**config.mk**
```make
export PLATFORM = sky130hd
export DESIGN_NAME = intr_pair_agg
export DESIGN_NICKNAME = d
export VERILOG_FILES = /design/src/rtl/intr_agg_pkg.sv /design/src/rtl/intr_blk_stat.sv /design/src/rtl/intr_line_merge.sv /design/src/rtl/intr_bus_if.sv /design/src/rtl/intr_pair_agg.sv
export SDC_FILE = /design/constraint.sdc
export NUM_CORES = 1
export LEC_CHECK = 0
export ABC_AREA = 1
export ABC_CLOCK_PERIOD_IN_PS = 1800
export BUFFER_PORTS_ARGS = -buffer_cell sky130_fd_sc_hd__buf_2
export CAP_MARGIN = 30
export CORE_ASPECT_RATIO = 0.6
export CORE_MARGIN = 5
export CORE_UTILIZATION = 50
export CTS_CLUSTER_SIZE = 12
export DETAILED_ROUTE_END_ITERATION = 10
export GPL_TIMING_DRIVEN = 0
export PLACE_DENSITY = 0.75
export SLEW_MARGIN = 10
export SYNTH_ARGS = -nofsm -noshare
export SYNTH_HDL_FRONTEND = slang
export SYNTH_HIERARCHICAL = 1
export SYNTH_SLANG_ARGS = --single-unit
```
**constraint.sdc**
```tcl
create_clock -name clk -period 1.8 [get_ports clk]
set_input_delay 0.18 -clock clk [delete_from_list [all_inputs] [get_ports clk]]
set_output_delay 0.18 -clock clk [all_outputs]
set_load 0.05 [all_outputs]
```
**src/rtl/intr_agg_pkg.sv**
```systemverilog
package intr_agg_pkg;
  localparam int STAT_W = 8;
  localparam int SLOT_SPAN = 4;
  localparam int POS_TX = 0;
  localparam int POS_RX = 1;
  localparam int POS_BRK = 2;
  localparam int POS_SPARE = 3;

  typedef enum logic [1:0] {
    SP_REG = 2'd0,
    SP_ID  = 2'd1,
    SP_ACK = 2'd2,
    SP_MEM = 2'd3
  } bus_space_e;
endpackage

```
**src/rtl/intr_blk_stat.sv**
```systemverilog
module intr_blk_stat
  import intr_agg_pkg::*;
#(
  parameter int SLOTS = 2
) (
  input  logic              clk,
  input  logic              rst_n,
  input  logic [SLOTS-1:0]  tx_set,
  input  logic [SLOTS-1:0]  tx_clr,
  input  logic [SLOTS-1:0]  rx_set,
  input  logic [SLOTS-1:0]  rx_clr,
  input  logic [SLOTS-1:0]  brk_set,
  input  logic              brk_clr,
  input  logic              mask_we,
  input  logic [STAT_W-1:0] mask_wdata,
  output logic [STAT_W-1:0] stat_q,
  output logic [STAT_W-1:0] mask_q
);
  logic [STAT_W-1:0] stat_d;
  logic [STAT_W-1:0] mask_d;

  for (genvar s = 0; s < SLOTS; s++) begin : g_slot
    localparam int BASE = s * SLOT_SPAN;
    // clear has priority over set in the same cycle
    assign stat_d[BASE+POS_TX]    = tx_clr[s] ? 1'b0 : (tx_set[s] ? 1'b1 : stat_q[BASE+POS_TX]);
    assign stat_d[BASE+POS_RX]    = rx_clr[s] ? 1'b0 : (rx_set[s] ? 1'b1 : stat_q[BASE+POS_RX]);
    assign stat_d[BASE+POS_BRK]   = brk_clr   ? 1'b0 : (brk_set[s] ? 1'b1 : stat_q[BASE+POS_BRK]);
    assign stat_d[BASE+POS_SPARE] = 1'b0;
  end

  always_comb begin
    mask_d = mask_q;
    if (mask_we) mask_d = mask_wdata;
  end

  always_ff @(posedge clk or negedge rst_n) begin
    if (!rst_n) begin
      stat_q <= '0;
      mask_q <= '0;
    end else begin
      stat_q <= stat_d;
      mask_q <= mask_d;
    end
  end
endmodule

```
**src/rtl/intr_line_merge.sv**
```systemverilog
module intr_line_merge
  import intr_agg_pkg::*;
#(
  parameter int NUM_BLOCKS = 4,
  localparam int NUM_LINES = NUM_BLOCKS / 2
) (
  input  logic                               clk,
  input  logic                               rst_n,
  input  logic [NUM_BLOCKS-1:0][STAT_W-1:0]  stat_all,
  input  logic [NUM_BLOCKS-1:0][STAT_W-1:0]  mask_all,
  output logic [NUM_LINES-1:0]               irq_q
);
  logic [NUM_BLOCKS-1:0] blk_req;
  logic [NUM_LINES-1:0]  irq_d;

  for (genvar b = 0; b < NUM_BLOCKS; b++) begin : g_req
    assign blk_req[b] = |(stat_all[b] & mask_all[b]);
  end

  for (genvar l = 0; l < NUM_LINES; l++) begin : g_line
    assign irq_d[l] = blk_req[2*l] | blk_req[2*l+1];
  end

  always_ff @(posedge clk or negedge rst_n) begin
    if (!rst_n) irq_q <= '0;
    else        irq_q <= irq_d;
  end
endmodule

```
**src/rtl/intr_bus_if.sv**
```systemverilog
module intr_bus_if
  import intr_agg_pkg::*;
#(
  parameter int          NUM_BLOCKS = 4,
  parameter int          AW = 8,
  parameter logic [4:0]  STAT_OFS = 5'h0A,
  localparam int NUM_LINES = NUM_BLOCKS / 2,
  localparam int BW = (NUM_BLOCKS > 1) ? $clog2(NUM_BLOCKS) : 1
) (
  input  logic                               clk,
  input  logic                               rst_n,
  input  logic [1:0]                         bus_space,
  input  logic [AW-1:0]                      bus_addr,
  input  logic                               bus_wr,
  input  logic                               bus_rd,
  input  logic [STAT_W-1:0]                  bus_wdata,
  input  logic [NUM_BLOCKS-1:0][STAT_W-1:0]  stat_all,
  output logic [NUM_BLOCKS-1:0]              mask_we,
  output logic [STAT_W-1:0]                  vec_q,
  output logic [STAT_W-1:0]                  rdata_q
);
  logic              reg_hit;
  logic [BW-1:0]     blk_idx;
  logic              vec_we;
  logic              ack_hit;
  logic [STAT_W-1:0] rd_sel;
  logic [STAT_W-1:0] rdata_d;
  logic [STAT_W-1:0] vec_d;

  always_comb begin
    blk_idx = bus_addr[5 +: BW];
    reg_hit = (bus_space == SP_REG) && (bus_addr[4:0] == STAT_OFS);
    ack_hit = !bus_addr[0] && (int'(bus_addr[AW-1:1]) < NUM_LINES);
    vec_we  = bus_wr && ((bus_space == SP_ID) || (bus_space == SP_MEM)) &&
              (bus_addr == AW'(1));
    mask_we = '0;
    if (bus_wr && reg_hit) mask_we[blk_idx] = 1'b1;
  end

  always_comb begin
    rd_sel = '0;
    case (bus_space)
      SP_REG:  if (reg_hit) rd_sel = stat_all[blk_idx];
      SP_ACK:  if (ack_hit) rd_sel = vec_q;
      default: rd_sel = '0;
    endcase
    rdata_d = bus_rd ? rd_sel : rdata_q;
    vec_d   = vec_we ? bus_wdata : vec_q;
  end

  always_ff @(posedge clk or negedge rst_n) begin
    if (!rst_n) begin
      vec_q   <= '0;
      rdata_q <= '0;
    end else begin
      vec_q   <= vec_d;
      rdata_q <= rdata_d;
    end
  end
endmodule

```
**src/rtl/intr_pair_agg.sv**
```systemverilog
module intr_pair_agg
  import intr_agg_pkg::*;
#(
  parameter int NUM_BLOCKS = 4,
  parameter int AW = 8,
  localparam int SLOTS = 2,
  localparam int NUM_CH = NUM_BLOCKS * SLOTS,
  localparam int NUM_LINES = NUM_BLOCKS / 2
) (
  input  logic                  clk,
  input  logic                  rst_n,
  input  logic [NUM_CH-1:0]     tx_set_i,
  input  logic [NUM_CH-1:0]     tx_clr_i,
  input  logic [NUM_CH-1:0]     rx_set_i,
  input  logic [NUM_CH-1:0]     rx_clr_i,
  input  logic [NUM_CH-1:0]     brk_set_i,
  input  logic [NUM_BLOCKS-1:0] brk_blk_clr_i,
  input  logic [1:0]            bus_space_i,
  input  logic [AW-1:0]         bus_addr_i,
  input  logic                  bus_wr_i,
  input  logic                  bus_rd_i,
  input  logic [STAT_W-1:0]     bus_wdata_i,
  output logic [STAT_W-1:0]     bus_rdata_o,
  output logic [NUM_LINES-1:0]  irq_o
);
  logic [NUM_BLOCKS-1:0][STAT_W-1:0] stat_all;
  logic [NUM_BLOCKS-1:0][STAT_W-1:0] mask_all;
  logic [NUM_BLOCKS-1:0]             mask_we;
  logic [STAT_W-1:0]                 vec_q;

  for (genvar b = 0; b < NUM_BLOCKS; b++) begin : g_blk
    intr_blk_stat #(.SLOTS(SLOTS)) u_stat (
      .clk        (clk),
      .rst_n      (rst_n),
      .tx_set     (tx_set_i[b*SLOTS +: SLOTS]),
      .tx_clr     (tx_clr_i[b*SLOTS +: SLOTS]),
      .rx_set     (rx_set_i[b*SLOTS +: SLOTS]),
      .rx_clr     (rx_clr_i[b*SLOTS +: SLOTS]),
      .brk_set    (brk_set_i[b*SLOTS +: SLOTS]),
      .brk_clr    (brk_blk_clr_i[b]),
      .mask_we    (mask_we[b]),
      .mask_wdata (bus_wdata_i),
      .stat_q     (stat_all[b]),
      .mask_q     (mask_all[b])
    );
  end

  intr_line_merge #(.NUM_BLOCKS(NUM_BLOCKS)) u_merge (
    .clk      (clk),
    .rst_n    (rst_n),
    .stat_all (stat_all),
    .mask_all (mask_all),
    .irq_q    (irq_o)
  );

  intr_bus_if #(.NUM_BLOCKS(NUM_BLOCKS), .AW(AW)) u_bus (
    .clk       (clk),
    .rst_n     (rst_n),
    .bus_space (bus_space_i),
    .bus_addr  (bus_addr_i),
    .bus_wr    (bus_wr_i),
    .bus_rd    (bus_rd_i),
    .bus_wdata (bus_wdata_i),
    .stat_all  (stat_all),
    .mask_we   (mask_we),
    .vec_q     (vec_q),
    .rdata_q   (bus_rdata_o)
  );
endmodule

```
* After elaboration in Yosys (flattened, before gate mapping)
Cells that the tools add are included.
** Word-level totals
- Register bits :: 74
- Input port bits :: 66
- Output and inout port bits :: 10
- Word-level logic and storage cells :: 138
** Cells by class
- $lt $le $gt $ge :: 3
- Eq/ne operators :: 5
- Muxes and demuxes :: 56
- Bitwise gates (word level) :: 6
- Reduce and logical (&&, ||, !) cells :: 37
** Operators by type and width (count)
- 1-bit 2-to-1 mux :: 49
- 2-bit nonzero test :: 24
- 7-bit by 8-bit bitwise AND with 8-bit output :: 4
- 8-bit OR reduction :: 4
- 8-bit 2-to-1 mux :: 3
- 8-bit binary-select mux with 2-bit select :: 1
- 8-bit case mux with 2 select lines :: 1
- 8-bit by 1-bit equality test with 1-bit output, second input constant :: 1
- 7-bit by 2-bit less-than comparator with 1-bit output, second input constant :: 1
- 1-bit logical AND :: 6
- 5-bit by 4-bit equality test with 1-bit output, second input constant :: 1
- 2-bit equality test, second input constant :: 2
- 4-bit 2-to-1 mux :: 1
- 2-bit by 3-bit less-than comparator with 1-bit output, second input constant :: 1
- 1-bit demux with 2-bit select :: 1
- 2-bit by 1-bit equality test with 1-bit output, second input constant :: 1
- 2-bit by 1-bit greater-or-equal comparator with 1-bit output, second input constant :: 1
- 2-bit logical NOT :: 1
- 1-bit OR :: 2
- 1-bit logical NOT :: 1
- 1-bit logical OR :: 1

* Longest topological paths before layout
- Depth after elaboration :: 5
- Mapped depth :: 11
- Depth with buffers taken out :: 9

* Modules after synthesis
The synthesis kept the hierarchy.
** Modules (own cells, without submodules)
- intr_blk_stat :: instances 4, cells each 55, area an instance 519.2 µm², seq. area each 350.3 µm²
- intr_bus_if :: instances 1, cells each 200, area an instance 1226.2 µm², seq. area each 400.4 µm²
- intr_line_merge :: instances 1, cells each 72, area an instance 317.8 µm², seq. area each 50.0 µm²

* Least setup slack after synthesis
OpenSTA, ideal clock, no wires.
- Path kind :: input -> register
- Start :: input port bus_space_i[1]
- End :: register g_blk[2].u_stat.mask_q[0]
- Setup time :: 116 ps
- Data arrival time :: 1176 ps
- Required time :: 1684 ps
- Setup slack :: 508 ps
- Stages :: 9
- Path buffers :: 1
- Cell sequence :: nor2_1 -> nand3_1 -> nor2_2 -> nand2_1 -> nor3_1 -> buf_6 -> inv_2 -> nand2_1 -> nand2_1
** On the way
- Cells in the longest elaborated chain, start to end :: 4
** Ends and longest elaborated chain
- start, declared :: RTL line intr_pair_agg.sv:18 : input logic [1:0] bus_space_i,
- 2-bit logical NOT :: RTL line intr_bus_if.sv:32 : reg_hit = (bus_space == SP_REG) && (bus_addr[4:0] == STAT_OFS);
- 1-bit logical AND :: RTL line intr_bus_if.sv:32
- 1-bit logical AND :: RTL line intr_bus_if.sv:37 : if (bus_wr && reg_hit) mask_we[blk_idx] = 1'b1;
- 4-bit 2-to-1 mux :: RTL line intr_bus_if.sv:37
- named net mask_we[2] :: RTL line intr_pair_agg.sv:28 : logic [NUM_BLOCKS-1:0] mask_we;
- end signal, assigned :: RTL line intr_blk_stat.sv:42 : mask_q <= mask_d;
- end, declared :: RTL line intr_blk_stat.sv:17 : output logic [STAT_W-1:0] mask_q
The timed path passes the listed nets, and every way through them passes these cells.
A chain may end at the register's enable or synchronous reset.

* Worst setup path after layout
- Start :: input port bus_space_i[0]
- End :: register g_blk[2].u_stat.mask_q[5]
Same word-level chain as after synthesis.

==> results.tsv <==
metric	value	unit
outcome	finished clean	
vdd_drop_max	0.000551	V
initialDrtViolationCount	269	
cp.required	2.02	ns
dieArea	0.00910	sq mm
clk_pin_slew	0.05	ns
drive_above_1_share	20.6	%
yosys_warnings	6	
cp_cell_sequence	buf_2, nor2_1, nand3_1, nor2_2, nand2_1, nor3_1, buf_6, inv_2, nand2_1, nand2_1	
numCtsBuffers	9	
critPathLaunchType	input pin	
path_common_cell	nand2_1	
grt_max_degree	41	
max_freq	708	MHz
ys_seq_area_share	51.1	%
wire_per_inst	12.9	um
synth_area_per_cell	7.36	sq um
die_w	120	um
vias	3328	
ys_ff_latch	74	
wl_met2	4.09	mm
overflow	0	
skew	0.00375	ns
crit_path_end_kind	flop	
holdCritStartpoint	brk_blk_clr_i[1]	
portBuffers	74	
multiInputGateArea	0.00152	sq mm
critPathSlowestCell	nor2_2	
fp-row-count	24	
max_stage_delay	0.31	ns
yosysTopAreaCellShare	51.1	%
setup_viol	0	
postCtsSetupRepairBufs	0	
hpwlAfterDp	6.53	mm
htree_levels	3	
seqCellArea	0.00185	sq mm
cts_resized	0	
synthesis.area	0.00362	sq mm
fillers	663	
fin_crit	1.41	ns
yosys.area.top_type	dfrtp_1	
rrSetupSlack	0.74	ns
startpoint	bus_space_i[0]	
antenna_found_initial	0	
leakage	2.73	nW
synth-main-ff-cell	dfrtp_1	
cts_tree	done	
root_buffer	clkbuf_16	
gp_congestion	0.899	
nNetsFinal	667	
finalMaxSlewViolations	0	
hold_viol_final	0	
rsz0062_at_grt	false	
diodes	0	
synth.area.top_cells	dfrtp_1 51%, nand2_1 27%, nor2_1 7.5%	
grt_pass1_vias	3250	
first_pass_iters	5	
ys_types	23	
area_growth	27.0	%
drv_cap	0	
hold_path_class	input pin to flop	
clock-sinks	74	
route.met3.wl	620	um
powerDensity	829	mW/mm^2
drt-total-wl	8.97	mm
max-clock-path-buffers	2	
core	0.00715	sq mm
synth_cells	492	
chipHeight	75.9	um
top_layer	met4	
ant_nets	0	
io_pins	76	
crit_arrival	1.63	ns
synthArstFlopShare	100	%
ys_top_cells_by_count	263 x nand2_1, 74 x dfrtp_1, 72 x nor2_1	
setup_tns	0	ns
grt.total_usage	21.2	%
clk_latency	0.33	ns
timing.rr.start	g_blk[1].u_stat/stat_q[5]	
drc	0	
dp_cells	662	
cp_max_fo	9	
start_util	50.7	%
critical_path_class	input pin to flop	
via_per_inst	4.80	
final_cells	693	
synth-edff-count	0	
m1WireLength	4.19	mm
period_share	78.4	%
yosysMostFrequentCell	nand2_1	
grt_pass1_wl	15.3	mm
[worst max-delay path, delay by kind of cell]
family | cells | cell delay [ns]
AND/OR/NAND/NOR | 7 | 1.06
buffers and inverters | 3 | 0.39
[area by class of cell]
| class | instances | share of cell area [%] |
|---|---|---|
| buffer | 18 | 3.35 |
| clock buffer | 12 | 5.79 |
| inverter | 30 | 2.50 |
| multi-input combinational | 374 | 32.9 |
| sequential | 74 | 40.3 |
| tap | 91 | 2.48 |
| timing repair buffer | 94 | 12.7 |
[layer usage]
layer / global-route usage [%] / vias to the layer above
li1: - / 1673
met2: 33.2 / 100
met5: 0 / -
met1: 29.4 / 1546
met4: 5.60 / 0
met3: 5.73 / 9
[path summary, 6_finish.rpt]
path / to / cells after the start
setup / recovery: g_blk[2].u_stat/mask_q[5] / 10
hold / removal: g_blk[1].u_stat/stat_q[6] / 2
setup reg to reg: u_bus/rdata_q[5] / 8
hold reg to reg: g_blk[1].u_stat/mask_q[0] / 2
max in group asynchronous: u_bus/rdata_q[6] / 3
min in group asynchronous: g_blk[0].u_stat/stat_q[1] / 2
[layout by cell type (no fill, tap or decap)]
cell / instances
nand2_1: 263
buf_2: 75
dfrtp_1: 74
nor2_1: 72
inv_1: 23
dlygate4sd3_1: 19
buf_4: 11
nand3_1: 10
clkbuf_16: 9
conb_1: 8
a21oi_2: 8
buf_6: 4
inv_2: 4
nor3_1: 4
clkbuf_8: 3
buf_12: 2
clkinv_1: 2
nor2_4: 2
nand4_1: 2
nor2_2: 1
clkbuf_1: 1
inv_4: 1
or2_4: 1
nand2_2: 1
nor2_8: 1
nand2_4: 1
[metrics by stage]
stage / worst slack [ns] / utilization (%) / instance area [sq um] / total power, mW / hold WS, ns
after detailed placement: 0.0960 / 58.0 / 4140 / 2.18 / 0.161
after global routing: 0.209 / 64.4 / 4600 / 3.97 / 0.0144
after floorplan: 0.508 / - / 3640 / 1.99 / -0.116
after CTS: 0.432 / 64.4 / 4600 / 3.85 / 0.00228
final: 0.388 / 64.4 / 4600 / 3.81 / 0.0118
after global placement: 0.101 / 57.7 / 4120 / 2.17 / 0.329
[report_power, final]
part	switching [mW]	internal (mW)	total [mW]
Clock	0.610	1.01	1.62
Sequential	0.0464	1.73	1.78
Combinational	0.241	0.167	0.409
Total	0.898	2.91	3.81
[logic make-up after synthesis]
family | after synthesis | synth area share, %
AO/OA/AOI/OAI | 8 | 1.94
buffers and inverters | 48 | 7.43
flip-flops | 74 | 51.1
other | 4 | 0.415
AND/OR/NAND/NOR | 358 | 39.1
[sequential cells by signal, summed over array words and instances, names as in the netlist]
signal,cells
u_bus/rdata_q,8
g_blk.u_stat/mask_q,32
u_merge/irq_q,2
g_blk.u_stat/stat_q,24
u_bus/vec_q,8
[what timing repair did]
item	CTS	global route
hold endpoints to repair	52	0
endpoints found under the setup margin	0	0
hold buffers	19	0
No activity file was read; power rests on OpenSTA's default activity.
